$ cat src/rtl/pct_pkg.sv
// Shared definitions for the path-compressed trie lookup engine.
// Assumes nothing beyond IEEE 1800-2017 packages.
package pct_pkg;
    // Walk controller states
    typedef enum logic {
        WS_IDLE = 1'b0,
        WS_WALK = 1'b1
    } walk_st_e;

    // Index of the root node; index 0 encodes a null child
    localparam int ROOT_IDX = 1;
endpackage

$ cat src/rtl/pct_node_ram.sv
// Node store: one synchronous write port, one combinational read port.
// Assumes the writer never loads index 0 as a real child target.
module pct_node_ram #(
    parameter int ADDR_W = 8,
    parameter int NODES  = 16,
    parameter int HOP_W  = 4,
    localparam int PTR_W = $clog2(NODES),
    localparam int POS_W = $clog2(ADDR_W + 1)
) (
    input  logic              clk,
    input  logic              wr_en,
    input  logic [PTR_W-1:0]  wr_idx,
    input  logic [POS_W-1:0]  wr_pos,
    input  logic [POS_W-1:0]  wr_len,
    input  logic [ADDR_W-1:0] wr_bits,
    input  logic              wr_hv,
    input  logic [HOP_W-1:0]  wr_hop,
    input  logic [PTR_W-1:0]  wr_left,
    input  logic [PTR_W-1:0]  wr_right,
    input  logic [PTR_W-1:0]  rd_idx,
    output logic [POS_W-1:0]  rd_pos,
    output logic [POS_W-1:0]  rd_len,
    output logic [ADDR_W-1:0] rd_bits,
    output logic              rd_hv,
    output logic [HOP_W-1:0]  rd_hop,
    output logic [PTR_W-1:0]  rd_left,
    output logic [PTR_W-1:0]  rd_right
);
    logic [POS_W-1:0]  pos_m   [NODES];
    logic [POS_W-1:0]  len_m   [NODES];
    logic [ADDR_W-1:0] bits_m  [NODES];
    logic              hv_m    [NODES];
    logic [HOP_W-1:0]  hop_m   [NODES];
    logic [PTR_W-1:0]  left_m  [NODES];
    logic [PTR_W-1:0]  right_m [NODES];

    // Write every field of the addressed node in one cycle
    always_ff @(posedge clk) begin
        if (wr_en) begin
            pos_m[wr_idx]   <= wr_pos;
            len_m[wr_idx]   <= wr_len;
            bits_m[wr_idx]  <= wr_bits;
            hv_m[wr_idx]    <= wr_hv;
            hop_m[wr_idx]   <= wr_hop;
            left_m[wr_idx]  <= wr_left;
            right_m[wr_idx] <= wr_right;
        end
    end

    // Present the node the walker is visiting
    always_comb begin
        rd_pos   = pos_m[rd_idx];
        rd_len   = len_m[rd_idx];
        rd_bits  = bits_m[rd_idx];
        rd_hv    = hv_m[rd_idx];
        rd_hop   = hop_m[rd_idx];
        rd_left  = left_m[rd_idx];
        rd_right = right_m[rd_idx];
    end
endmodule

$ cat src/rtl/pct_node_eval.sv
// Per-node combinational evaluation: picks the tested address bit and
// checks the stored prefix against the address over its length.
// Assumes bit positions count from 1 at the MSB; out-of-range gives 0.
module pct_node_eval #(
    parameter int ADDR_W = 8,
    localparam int POS_W = $clog2(ADDR_W + 1)
) (
    input  logic [ADDR_W-1:0] addr,
    input  logic [POS_W-1:0]  pos,
    input  logic [POS_W-1:0]  len,
    input  logic [ADDR_W-1:0] bits,
    output logic              go_right,
    output logic              pfx_match
);
    logic [ADDR_W-1:0] mask;

    // Bit i (LSB-indexed) sits at 1-based position ADDR_W-i; keep it if inside the prefix
    for (genvar i = 0; i < ADDR_W; i++) begin : g_mask
        assign mask[i] = (POS_W'(ADDR_W - i) <= len);
    end

    // Select the address bit named by the node's bit position
    always_comb begin
        go_right = 1'b0;
        for (int i = 0; i < ADDR_W; i++) begin
            if (pos == POS_W'(ADDR_W - i)) go_right = addr[i];
        end
    end

    // Prefix agrees when no masked bit differs
    assign pfx_match = (((addr ^ bits) & mask) == '0);
endmodule

$ cat src/rtl/pct_walk_ctl.sv
// Walk controller: accepts a start when idle, steps one node per cycle,
// keeps the deepest accepted next hop, and ends on a null child or after
// ADDR_W node reads. Assumes node data for cur_idx is valid in the same cycle.
module pct_walk_ctl
    import pct_pkg::*;
#(
    parameter int ADDR_W = 8,
    parameter int NODES  = 16,
    parameter int HOP_W  = 4,
    localparam int PTR_W = $clog2(NODES),
    localparam int POS_W = $clog2(ADDR_W + 1)
) (
    input  logic              clk,
    input  logic              rst_n,
    input  logic              start,
    input  logic [ADDR_W-1:0] addr_in,
    input  logic              nd_hv,
    input  logic [HOP_W-1:0]  nd_hop,
    input  logic [PTR_W-1:0]  nd_left,
    input  logic [PTR_W-1:0]  nd_right,
    input  logic              go_right,
    input  logic              pfx_match,
    output logic [PTR_W-1:0]  cur_idx,
    output logic [ADDR_W-1:0] addr_q,
    output logic              busy,
    output logic              done,
    output logic              hit,
    output logic [HOP_W-1:0]  hop
);
    walk_st_e          state;
    logic [POS_W-1:0]  visits;
    logic              best_v;
    logic [HOP_W-1:0]  best_h;
    logic              take;
    logic              nb_v;
    logic [HOP_W-1:0]  nb_h;
    logic [PTR_W-1:0]  nxt;
    logic              last;

    // Candidate update and next-step decision for the node being read
    always_comb begin
        take = nd_hv && pfx_match;
        nb_v = take || best_v;
        nb_h = take ? nd_hop : best_h;
        nxt  = go_right ? nd_right : nd_left;
        last = (nxt == '0) || (visits == POS_W'(ADDR_W - 1));
    end

    // State, walk position, best candidate and result registers
    always_ff @(posedge clk) begin
        if (!rst_n) begin
            state   <= WS_IDLE;
            cur_idx <= '0;
            addr_q  <= '0;
            visits  <= '0;
            best_v  <= 1'b0;
            best_h  <= '0;
            done    <= 1'b0;
            hit     <= 1'b0;
            hop     <= '0;
        end else begin
            done <= 1'b0;
            case (state)
                WS_IDLE: begin
                    if (start) begin
                        state   <= WS_WALK;
                        cur_idx <= PTR_W'(ROOT_IDX);
                        addr_q  <= addr_in;
                        visits  <= '0;
                        best_v  <= 1'b0;
                        best_h  <= '0;
                    end
                end
                WS_WALK: begin
                    best_v <= nb_v;
                    best_h <= nb_h;
                    if (last) begin
                        state <= WS_IDLE;
                        done  <= 1'b1;
                        hit   <= nb_v;
                        hop   <= nb_v ? nb_h : '0;
                    end else begin
                        cur_idx <= nxt;
                        visits  <= visits + 1'b1;
                    end
                end
                default: state <= WS_IDLE;
            endcase
        end
    end

    assign busy = (state == WS_WALK);
endmodule

$ cat src/rtl/pct_lookup.sv
// Top of the path-compressed trie lookup engine: node store, node
// evaluation and walk controller. Assumes the loaded table is a valid
// path-compressed trie rooted at node 1 with index 0 as null.
module pct_lookup #(
    parameter int ADDR_W = 8,
    parameter int NODES  = 16,
    parameter int HOP_W  = 4,
    localparam int PTR_W = $clog2(NODES),
    localparam int POS_W = $clog2(ADDR_W + 1)
) (
    input  logic              clk,
    input  logic              rst_n,
    input  logic              start,
    input  logic [ADDR_W-1:0] addr_in,
    input  logic              ld_en,
    input  logic [PTR_W-1:0]  ld_idx,
    input  logic [POS_W-1:0]  ld_pos,
    input  logic [POS_W-1:0]  ld_len,
    input  logic [ADDR_W-1:0] ld_bits,
    input  logic              ld_hop_vld,
    input  logic [HOP_W-1:0]  ld_hop,
    input  logic [PTR_W-1:0]  ld_left,
    input  logic [PTR_W-1:0]  ld_right,
    output logic              busy,
    output logic              done,
    output logic              hit,
    output logic [HOP_W-1:0]  hop
);
    logic [PTR_W-1:0]  cur_idx;
    logic [ADDR_W-1:0] addr_q;
    logic [POS_W-1:0]  nd_pos;
    logic [POS_W-1:0]  nd_len;
    logic [ADDR_W-1:0] nd_bits;
    logic              nd_hv;
    logic [HOP_W-1:0]  nd_hop;
    logic [PTR_W-1:0]  nd_left;
    logic [PTR_W-1:0]  nd_right;
    logic              go_right;
    logic              pfx_match;

    pct_node_ram #(.ADDR_W(ADDR_W), .NODES(NODES), .HOP_W(HOP_W)) u_ram (
        .clk      (clk),
        .wr_en    (ld_en),
        .wr_idx   (ld_idx),
        .wr_pos   (ld_pos),
        .wr_len   (ld_len),
        .wr_bits  (ld_bits),
        .wr_hv    (ld_hop_vld),
        .wr_hop   (ld_hop),
        .wr_left  (ld_left),
        .wr_right (ld_right),
        .rd_idx   (cur_idx),
        .rd_pos   (nd_pos),
        .rd_len   (nd_len),
        .rd_bits  (nd_bits),
        .rd_hv    (nd_hv),
        .rd_hop   (nd_hop),
        .rd_left  (nd_left),
        .rd_right (nd_right)
    );

    pct_node_eval #(.ADDR_W(ADDR_W)) u_eval (
        .addr      (addr_q),
        .pos       (nd_pos),
        .len       (nd_len),
        .bits      (nd_bits),
        .go_right  (go_right),
        .pfx_match (pfx_match)
    );

    pct_walk_ctl #(.ADDR_W(ADDR_W), .NODES(NODES), .HOP_W(HOP_W)) u_ctl (
        .clk       (clk),
        .rst_n     (rst_n),
        .start     (start),
        .addr_in   (addr_in),
        .nd_hv     (nd_hv),
        .nd_hop    (nd_hop),
        .nd_left   (nd_left),
        .nd_right  (nd_right),
        .go_right  (go_right),
        .pfx_match (pfx_match),
        .cur_idx   (cur_idx),
        .addr_q    (addr_q),
        .busy      (busy),
        .done      (done),
        .hit       (hit),
        .hop       (hop)
    );
endmodule

$ cat config.mk
export PLATFORM = sky130hd
export DESIGN_NAME = pct_lookup
export DESIGN_NICKNAME = d
export VERILOG_FILES = /design/src/rtl/pct_pkg.sv /design/src/rtl/pct_node_ram.sv /design/src/rtl/pct_node_eval.sv /design/src/rtl/pct_walk_ctl.sv /design/src/rtl/pct_lookup.sv
export SDC_FILE = /design/constraint.sdc
export NUM_CORES = 1
export LEC_CHECK = 0
export ABC_AREA = 1
export BUFFER_PORTS_ARGS = -buffer_cell sky130_fd_sc_hd__buf_4
export CAP_MARGIN = 10
export CELL_PAD_IN_SITES_DETAIL_PLACEMENT = 1
export CELL_PAD_IN_SITES_GLOBAL_PLACEMENT = 1
export CORE_MARGIN = 10
export CORE_UTILIZATION = 29
export CTS_CLUSTER_SIZE = 40
export DETAILED_ROUTE_END_ITERATION = 10
export PLACE_DENSITY_LB_ADDON = 0.2
export SLEW_MARGIN = 20
export SYNTH_ARGS = -nofsm -noshare
export SYNTH_HDL_FRONTEND = slang
export SYNTH_SLANG_ARGS = --single-unit
$ cat constraint.sdc
create_clock -name clk -period 3.3 [get_ports clk]
set_input_delay 0.165 -clock clk [delete_from_list [all_inputs] [get_ports clk]]
set_output_delay 0.165 -clock clk [all_outputs]
set_load 0.03 [all_outputs]
==> results of run 1 <==
## state kept, by name, summed over array words and instances (netlist names), named ones only
signal / flops
u_ram.bits_m: 128
u_ram.hop_m: 64
u_ram.left_m: 64
u_ram.len_m: 64
u_ram.pos_m: 64
u_ram.right_m: 64
u_ram.hv_m: 16
u_ctl.addr_q: 8
u_ctl.best_h: 4
u_ctl.cur_idx: 4
u_ctl.hop: 4
u_ctl.visits: 4
u_ctl.best_v: 1
u_ctl.busy: 1
u_ctl.done: 1
u_ctl.hit: 1
## worst max-delay path by stage
stage	to	slack, ns	cells past startpoint
after floorplan	u_ram.bits_m[8][0]$_DFFE_PP_	0.45	2
after global placement	flop	0.14	13
after detailed placement	flop	0.09	13
after CTS	flop	0.07	13
after global routing	flop	0.02	14
final	flop	0.21	13
## metrics by stage
step	util, %	instances	setup WS, ns
after CTS	34.43	2593	0.07379
after global placement	31.27	2447	0.1363
after detailed placement	31.27	2447	0.08618
final	34.51	2594	0.2096
after floorplan	-	1560	0.4536
after global routing	34.51	2594	0.02287
## power breakdown
group / switching [mW] / internal [mW]
Sequential: 0.134 / 7.08
Combinational: 4.64 / 2.13
Clock: 2.47 / 3.38
## what timing repair did
item                                   4_1_cts  5_1_grt
setup endpoints to repair                    0       17
endpoints found under the hold margin      482        0
gates resized for setup                      0        7
hold buffers                                46        0
## kinds of logic after synthesis
logic type,Yosys count,share of synthesized area (%)
multiplexers,1,0.05028
XOR/XNOR,9,0.3959
buffers and inverters,143,3.959
AO/OA/AOI/OAI,394,11.69
flip-flops,496,73.20
AND/OR/NAND/NOR,516,10.64
adder cells (fa/ha/maj),1,0.06283
## synth_stat cells, drive strengths merged
cell      n
edfxtp  464
nor2    240
o21ai   198
nand2   187
a21oi    79
buf      73
nand3    72
inv      38
o211ai   33
dfxtp    32
a221oi   28
o221ai   26
o22ai    26
clkbuf   25
nor3      9
clkinv    7
xor2      7
nand4     6
o31ai     3
or2       2
xnor2     2
ha        1
mux2i     1
o221a     1
## worst reg2reg max path, delay by kind of cell, from the launching register on
| family | cells | cell delay (ns) |
|---|---|---|
| AOI/OAI and AO/OA | 5 | 1.09 |
| and+or+nand+nor | 6 | 0.78 |
| buffers and inverters | 2 | 0.68 |
| DFF | 1 | 0.39 |
## area by class of cell
| cell class | instances | area, um2 | share of cell area [%] |
|---|---|---|---|
| sequential | 496 | 14580 | 61.83 |
| multi-input combinational | 921 | 4648 | 19.71 |
| clock buffer | 63 | 1428 | 6.053 |
| timing repair buffer | 150 | 1373 | 5.819 |
| tap | 882 | 1104 | 4.679 |
| clock inverter | 37 | 272.8 | 1.156 |
| inverter | 45 | 178.9 | 0.7586 |
## placed cells by master, fill, tap and decap left out, types with 2 or more instances in the layout
master,netlist,layout
nand2_4,2,2
o221ai_1,26,26
bufinv_16,0,4
nand3_2,3,3
clkinv_1,7,29
edfxtp_1,464,464
inv_1,36,35
o21ai_1,36,36
buf_4,11,91
o31ai_1,3,3
nand3_1,69,69
o21ai_0,161,161
xnor2_1,2,2
dfxtp_4,0,2
xor2_1,7,7
nor2_1,238,230
o22ai_1,26,26
buf_6,21,5
nor3_2,0,8
o211ai_1,31,31
nor2_4,1,9
o211ai_2,2,2
a21oi_1,78,78
clkbuf_16,0,57
clkinv_2,0,9
nand2_1,177,177
nand4_1,6,6
dfxtp_1,32,29
dlygate4sd3_1,0,46
buf_12,0,6
nand2_2,8,8
clkbuf_1,25,7
a221oi_1,28,28
## per-layer routing
| metal | track usage [%] | wire length (um) |
|---|---|---|
| met1 | 20.13 | 27900 |
| met2 | 25.54 | 29050 |
| met3 | 2.655 | 2424 |
| met4 | 3.305 | 1051 |
| met5 | 0 | 23 |
==> reports/metrics.yaml, run 1 <==
dpl.hpwl_mm: 31.47
grt_start_max_net_pins: 87
die_ht_um: 282.0
min_delay_path_depth: 3
cts.path.max_buffers: 3
grt_setup_unrepaired: "false"
core_region_area_um2: 68350
cts.htree.levels: 2
clk-insertion-delay-late_ns: 0.61
syn_to_final_growth_pct: 18.46
port_buffers: 51
grt_pass1_wl_mm: 89.90
via_per_inst: 4.938
synth_nets: 1606
num_vias: 12810
report.final.slew_viol_count: 0
max_clock_freq_ghz: 0.3236
number_of_antenna_violations_at_the_first_check_in_global_routing: 3
timing.critical_path.fanout_max: 48
synth-seq-cells: 496
detail_route.iter0.violations: 825
final.period_utilization_pct: 93.65
worstHoldStart: "ld_idx[0]"
synth.avg_cell_area_um2: 12.76
timing.critical_path.slowest_stage_cell: "o22ai_1"
critical_path_class: "flop to flop"
tritoncts: "done"
final.fill_count: 7216
post_route_cells_drive_above_1_share_pct: 12.68
fp.dieW_um: 282.0
wl_per_cell_um: 23.30
path_delay_family: "compound AO/OA/AOI/OAI gates"
synth_top_area_share_pct: 69.98
cts_inserted_buffers: 55
nets: 1715
irDropWorstVdd_v: 0.0005177
static-leakage-power_nw: 7.886
boundaryPins: 52
timing.slew.headroom_pct: 48.39
mappedNetlistArea_um2: 19910
drc_violations_left: 0
antenna_violation_net_count_after_detailed_routing: 0
postCtsSetupRepairBufs: 0
detailed_place.area_um2: 21370
final_cell_area_excluding_filler_cells_um2: 23590
finalWeightedCongestion: 0.7320
rr_worst_depth: 13
firstDrtPassIters: 5
post_synth_num_cell_types: 39
timing.reg2reg.setup_slack_ns: 0.21
critical_path.startpoint_type: "flop"
fin_tns_setup_ns: 0
period_needed_ns: 3.090
floorplan.die_area_um2: 79540
fin_worst_skew_ns: 0.01913
finalWirelength_mm: 60.45
critPathBufInv: 2
final_hold_viol_count: 0
timing.critical_path.arrival_ns: 3.54
cts_root_buffer: "clkbuf_16"
synthCells: 1560
synth.largest_area_cell: "edfxtp_1"
status: "finished clean"
max_cap_violations: 0
yosysWarnings: 0
critical-path-max-stage-delay_ns: 0.49
end_kind: "flop"
insertedDiodeCount: 0
clkTransAtPathRegs_ns: 0.06
initial_utilization_pct: 29.13
setup-violations-final: 0
biggest_area_contributors_in_the_synthesized_netlist: "edfxtp_1, nor2_1, o21ai_0"
row_count: 96
clock_sinks: 496
hold_path_end: "u_ram.len_m[7][2]$_DFFE_PP_"
power_density_nw_per_um2: 841.4
power.total_mw: 19.84
crit_top_cell: "nand3_1"
grt_overflow: 0
critical_path.cell_chain: "buf_12 -> buf_6 -> o21ai_0 -> o221ai_1 -> o21ai_1 -> o22ai_1 -> nand3_1 -> nand2_1 -> nor2_1 -> nand2_2 -> nand3_2 -> nand3_1 -> a21oi_1"
max_slew.worst_pin.slew_ns: 0.7741
worst-endpoint-required_ns: 3.75
worstHoldPathType: "input pin to flop"
groute.usage.overall_pct: 15.16
yosysSeqAreaShare_pct: 73.20
via_count_of_the_first_global_routing_pass: 13490
hold-worst-slack_ns: 0.2981
(Power assumes the default switching activity.)
==> run 2: changes to the inputs <==
Settings changed: BUFFER_PORTS_ARGS -buffer_cell sky130_fd_sc_hd__buf_4 to not set, DONT_BUFFER_PORTS set to 1.
==> run 2 against run 1 <==
Compared with the run above:
- global-route usage decreased by 0.051 points
- utilization decreased by 0.39 points
- fmax increased by 3.3%
- die area unchanged
- combinational power decreased by 0.7%
==> reports/metrics.yaml, run 2 (synthesis results as in run 1) <==
num_vias: 12760  # -0.40%
max_slew.worst_pin.slew_ns: 0.9068  # +0.1327 ns
postCtsSetupRepairBufs: 0  # unchanged
irDropWorstVdd_v: 0.0004945  # -4.5%
timing.critical_path.arrival_ns: 3.52  # -0.02 ns
timing.critical_path.fanout_max: 128  # +170%
boundaryPins: 52  # unchanged
critical-path-max-stage-delay_ns: 0.51  # +0.02 ns
status: "finished clean"
worstHoldPathType: "input pin to flop"
hold-worst-slack_ns: 0.1850  # -0.1131 ns
cts_inserted_buffers: 56  # +1.8%
worst-endpoint-required_ns: 3.83  # +0.08 ns
path_delay_family: "compound AO/OA/AOI/OAI gates"
firstDrtPassIters: 5  # unchanged
grt_overflow: 0  # unchanged
crit_top_cell: "nand2_1"
critPathBufInv: 1  # -1
max_clock_freq_ghz: 0.3343  # +3.3%
port_buffers: 0  # -100%
fin_cells: 2539  # -2.1%
drc_violations_left: 0  # unchanged
groute.usage.overall_pct: 15.11  # -0.051 points
max_cap_violations: 0  # unchanged
core_region_area_um2: 68350  # unchanged
fin_worst_skew_ns: 0.02741  # +0.008287 ns
clkTransAtPathRegs_ns: 0.06  # about the same
fin_tns_setup_ns: 0  # unchanged
via_count_of_the_first_global_routing_pass: 13400  # -0.62%
end_kind: "flop"
grt_setup_unrepaired: "false"
static-leakage-power_nw: 7.663  # -2.8%
timing.critical_path.slowest_stage_cell: "dfxtp_4"
post_route_cells_drive_above_1_share_pct: 10.22  # -2.5 points
grt_pass1_wl_mm: 89.07  # -0.92%
finalWirelength_mm: 60.77  # +0.54%
final.period_utilization_pct: 90.65  # -3.0 points
syn_to_final_growth_pct: 17.14
critical_path.startpoint_type: "flop"
initial_utilization_pct: 29.13  # unchanged
flip_flop_count_of_the_largest_register_after_layout: 128  # unchanged
largest-register: "u_ram.bits_m"
via_per_inst: 5.024  # +1.8%
final_hold_viol_count: 0  # unchanged
critical_path.cell_chain: "buf_16 -> o21ai_0 -> o221ai_1 -> nand3_1 -> nand2_1 -> xor2_1 -> o21ai_1 -> nand2_1 -> nor2_4 -> nand2_4 -> o21ai_1 -> nand2_1 -> a21oi_1"
period_needed_ns: 2.992  # -0.09885 ns
power_density_nw_per_um2: 865.0  # +2.8%
rr_worst_depth: 13  # unchanged
row_count: 96  # unchanged
wl_per_cell_um: 23.94  # +2.7%
grt_start_max_net_pins: 129  # +48%
layout_commonest_cell: "edfxtp_1"
path_depth: 13  # unchanged
die_ht_um: 282.0  # unchanged
cts.path.max_buffers: 3  # unchanged
cts_root_buffer: "clkbuf_16"
timing.slew.headroom_pct: 39.47  # -8.9 points
cts.htree.levels: 2  # unchanged
number_of_antenna_violations_at_the_first_check_in_global_routing: 4  # +1
floorplan.die_area_um2: 79540  # unchanged
final.fill_count: 7164  # -0.72%
min_delay_path_depth: 2  # -1
antenna_violation_net_count_after_detailed_routing: 0  # unchanged
setup-violations-final: 0  # unchanged
final_util_pct: 34.12  # -0.39 points
most_used_cells_in_the_layout_excluding_fill_and_tap_cells: "edfxtp_1, nor2_1, nand2_1"
critical_path_class: "flop to flop"
clk-insertion-delay-late_ns: 0.63  # +0.02 ns
nets: 1657  # -3.4%
tritoncts: "done"
dpl.hpwl_mm: 31.52  # +0.18%
detail_route.iter0.violations: 776  # -5.9%
placed_cells_incl_taps: 2394  # -2.2%
clock_sinks: 496  # unchanged
fp.dieW_um: 282.0  # unchanged
report.final.slew_viol_count: 0  # unchanged
finalWeightedCongestion: 0.7077  # -3.3%
==> run 2: stage by stage <==
step	instance area, um2	power [mW]	setup slack, ns
floorplan	19910	11.78	0.4536
global placement	21050	13.81	0.2242
detailed placement	21050	13.92	0.2026
CTS	23230	20.27	0.1985
global route	23320	21.36	0.02947
finish	23320	20.17	0.3085
==> run 2: area by class of cell <==
class	count	area, um2	area share, %
Inverter	45	178.9	0.7672
Clock buffer	73	1486	6.373
Multi-Input combinational cell	921	4657	19.97
Sequential cell	496	14580	62.53
Clock inverter	28	309.0	1.325
Antenna cell	3	7.507	0.03219
Tap cell	882	1104	4.732
Timing Repair Buffer	91	997.2	4.276
==> run 2: final timing paths <==
path	start	endpoint	slack (ns)
setup / recovery	flop	u_ctl.best_h[0]$_SDFFE_PN0P_	0.31
hold / removal	ld_idx[0]	u_ram.len_m[7][2]$_DFFE_PP_	0.18
setup reg to reg	flop	u_ctl.best_h[0]$_SDFFE_PN0P_	0.31
hold reg to reg	u_ctl.best_h[1]$_SDFFE_PN0P_	u_ctl.best_h[1]$_SDFFE_PN0P_	0.47
==> run 2: where the power goes <==
| part | switching (mW) | internal (mW) |
|---|---|---|
| sequential | 0.162 | 7.09 |
| clock | 2.57 | 3.63 |
| combinational | 4.62 | 2.10 |
| total | 7.35 | 12.8 |
==> run 2: layer usage <==
layer  wire length (um)  GRT usage (%)  vias up
met4               1198          4.196        2
met5                 13              0        -
met3               2776          2.829       81
met1              28200          20.10     6582
li1                   -              -     5855
met2              28580          24.86      237
==> run 2: worst reg2reg max path, cell delays in order (launching register included) <==
cell      delay [ns]
dfxtp_4         0.51
buf_16          0.38
o21ai_0         0.39
o221ai_1        0.24
nand3_1         0.15
nand2_1         0.19
xor2_1          0.09
o21ai_1         0.08
nand2_1         0.10
nor2_4          0.18
nand2_4         0.13
o21ai_1         0.24
nand2_1         0.09
a21oi_1         0.14
==> run 2: repair_timing <==
action	4_1_cts	5_1_grt
gates resized for setup	0	6
setup endpoints to repair	0	18
hold buffers	39	0
endpoints found under the hold margin	496	0
==> run 3: changes to the inputs <==
Settings changed: CORE_MARGIN 10 to 2.
==> run 3 against run 2 <==
Compared with the run above:
- worst hold slack lost 0.0088 ns
- sequential share of layout area increased by 0.30 points
- highest routed layer unchanged
- count of clock-buffer cells in the layout grew 7
- via count increased by 0.12%
- die area fell by 11%
- clock power shrank 7.1%
- first-iteration DRC count is 19% higher
- clock skew decreased by 0.0094 ns
- flip-flop and latch count stayed put
==> reports/metrics.yaml, run 3 (synthesis results as in run 1) <==
timing.critical_path.slowest_stage_cell: "dfxtp_4"
max_clock_freq_ghz: 0.3388  # +1.4%
worstHoldPathType: "input pin to flop"
critPathBufInv: 3  # +2
cts.path.max_buffers: 3  # unchanged
final_hold_viol_count: 0  # unchanged
timing.slew.headroom_pct: 37.17  # -2.3 points
worstHoldStart: "ld_idx[1]"
num_vias: 12770  # +0.12%
critical_path_class: "flop to flop"
antenna_violation_net_count_after_detailed_routing: 0  # unchanged
final.period_utilization_pct: 89.44  # -1.2 points
path_delay_family: "simple AND/OR/NAND/NOR gates"
dpl.hpwl_mm: 32.29  # +2.4%
timing.reg2reg.setup_slack_ns: 0.35  # +0.04 ns
flip_flop_count_of_the_largest_register_after_layout: 128  # unchanged
postCtsSetupRepairBufs: 0  # unchanged
fin_worst_skew_ns: 0.01804  # -0.009378 ns
drc_violations_left: 0  # unchanged
initial_utilization_pct: 29.18  # +0.051 points
min_delay_path_depth: 2  # unchanged
hold-worst-slack_ns: 0.1762  # -0.008771 ns
grt_pass1_wl_mm: 88.82  # -0.29%
period_needed_ns: 2.952  # -0.03986 ns
grt_overflow: 0  # unchanged
critical_path.cell_chain: "inv_6 -> buf_16 -> o21ai_0 -> o221ai_1 -> nand3_1 -> nand2_1 -> clkinv_1 -> nand3_1 -> nand2_2 -> nand2_2 -> nand2_1 -> nand2_1 -> nor2_1 -> nand2_2 -> nand3_2 -> o21ai_0 -> nor2_1"
fin_cells: 2545  # +0.24%
fin_tns_setup_ns: 0  # unchanged
timing.critical_path.arrival_ns: 3.43  # -0.09 ns
tritoncts: "done"
path_depth: 17  # +4
dp_worst_setup_slack_ns: 0.2862  # +0.08356 ns
status: "finished clean"
placed_cells_incl_taps: 2400  # +0.25%
layout_commonest_cell: "edfxtp_1"
via_count_of_the_first_global_routing_pass: 13290  # -0.84%
row_count: 96  # unchanged
port_buffers: 0  # unchanged
finalWeightedCongestion: 0.7780  # +9.9%
critical_path.startpoint_type: "flop"
worst-endpoint-required_ns: 3.78  # -0.05 ns
via_per_inst: 5.018  # -0.12%
final_worst_slack_ns: 0.3484  # +0.03986 ns
power_density_nw_per_um2: 858.8  # -0.72%
clkTransAtPathRegs_ns: 0.06  # about the same
report.final.slew_viol_count: 0  # unchanged
boundaryPins: 52  # unchanged
largest-register: "u_ram.bits_m"
syn_to_final_growth_pct: 16.59
core_region_area_um2: 68230  # -0.18%
die_ht_um: 266.0  # -5.7%
end_kind: "flop"
cts_root_buffer: "clkbuf_16"
wl_per_cell_um: 23.77  # -0.68%
cts_inserted_buffers: 55  # -1.8%
detail_route.iter0.violations: 926  # +19%
most_used_cells_in_the_layout_excluding_fill_and_tap_cells: "edfxtp_1, nor2_1, nand2_1"
clock_sinks: 496  # unchanged
grt_start_max_net_pins: 115  # -11%
number_of_antenna_violations_at_the_first_check_in_global_routing: 5  # +1
finalWirelength_mm: 60.50  # -0.44%
floorplan.die_area_um2: 70770  # -11%
static-leakage-power_nw: 7.617  # -0.60%
grt_setup_unrepaired: "false"
firstDrtPassIters: 5  # unchanged
setup-violations-final: 0  # unchanged
max_cap_violations: 0  # unchanged
rr_worst_depth: 17  # +4
nets: 1662  # +0.30%
cts.htree.levels: 2  # unchanged
post_route_cells_drive_above_1_share_pct: 9.928  # -0.29 points
groute.usage.overall_pct: 16.94  # +1.8 points
irDropWorstVdd_v: 0.0008178  # +65%
fp.dieW_um: 266.0  # -5.7%
max_slew.worst_pin.slew_ns: 0.9412  # +0.03438 ns
clk-insertion-delay-late_ns: 0.60  # -0.03 ns
timing.critical_path.fanout_max: 40  # -69%
critical-path-max-stage-delay_ns: 0.41  # -0.10 ns
## run 3: changes by cell type in the layout (fill, tap and decap cells not counted), sizes merged
cell / delta
clkinvlp: +1
diode: -2
clkbuf: +7
buf: +6
bufinv: -4
inv: -2
## run 3: cell type report
type | count | area [um2]
multi-input combinational | 921 | 4648
clock inverter | 23 | 147.6
fill | 7234 | 45010
antenna | 1 | 2.502
clock buffer | 80 | 1513
timing repair buffer | 97 | 1039
inverter | 45 | 176.4
sequential | 496 | 14580
tap | 882 | 1104
## run 3: repair_timing
action                                  CTS  global route
endpoints found under the setup margin    0            15
endpoints found under the hold margin   496             0
resized for setup                         0             2
hold buffers                             39             0
## run 3: layer usage
metal,part of all wire (%),track usage (%),vias up
met5,0.089,0,-
met3,3.7,2.828,71
li1,-,-,5860
met1,47,23.49,6639
met4,1.6,3.735,8
met2,48,27.87,194
## run 3: how the worst min path moves through the flow
stage	endpoint	slack [ns]
CTS	u_ram.len_m[14][3]$_DFFE_PP_	0.14
global route	u_ram.len_m[14][3]$_DFFE_PP_	0.17
floorplan	u_ram.bits_m[0][0]$_DFFE_PP_	0.26
finish	u_ram.len_m[14][3]$_DFFE_PP_	0.18
global placement	u_ram.pos_m[11][1]$_DFFE_PP_	0.26
detailed placement	u_ram.len_m[3][2]$_DFFE_PP_	0.26
## run 3: stage by stage
step	total power [mW]	instance area, um2	utilization, %
after floorplan	11.78	19910	-
after global placement	14.03	21100	30.92
after detailed placement	14.14	21100	30.92
after CTS	20.08	23150	33.93
after global routing	21.10	23210	34.02
final	19.94	23210	34.02
## run 3: report_power, final
part | total (mW) | internal (mW) | switching, mW
clock | 5.76 | 3.31 | 2.45
combinational | 6.93 | 2.19 | 4.74
sequential | 7.24 | 7.09 | 0.155
total | 19.9 | 12.6 | 7.35
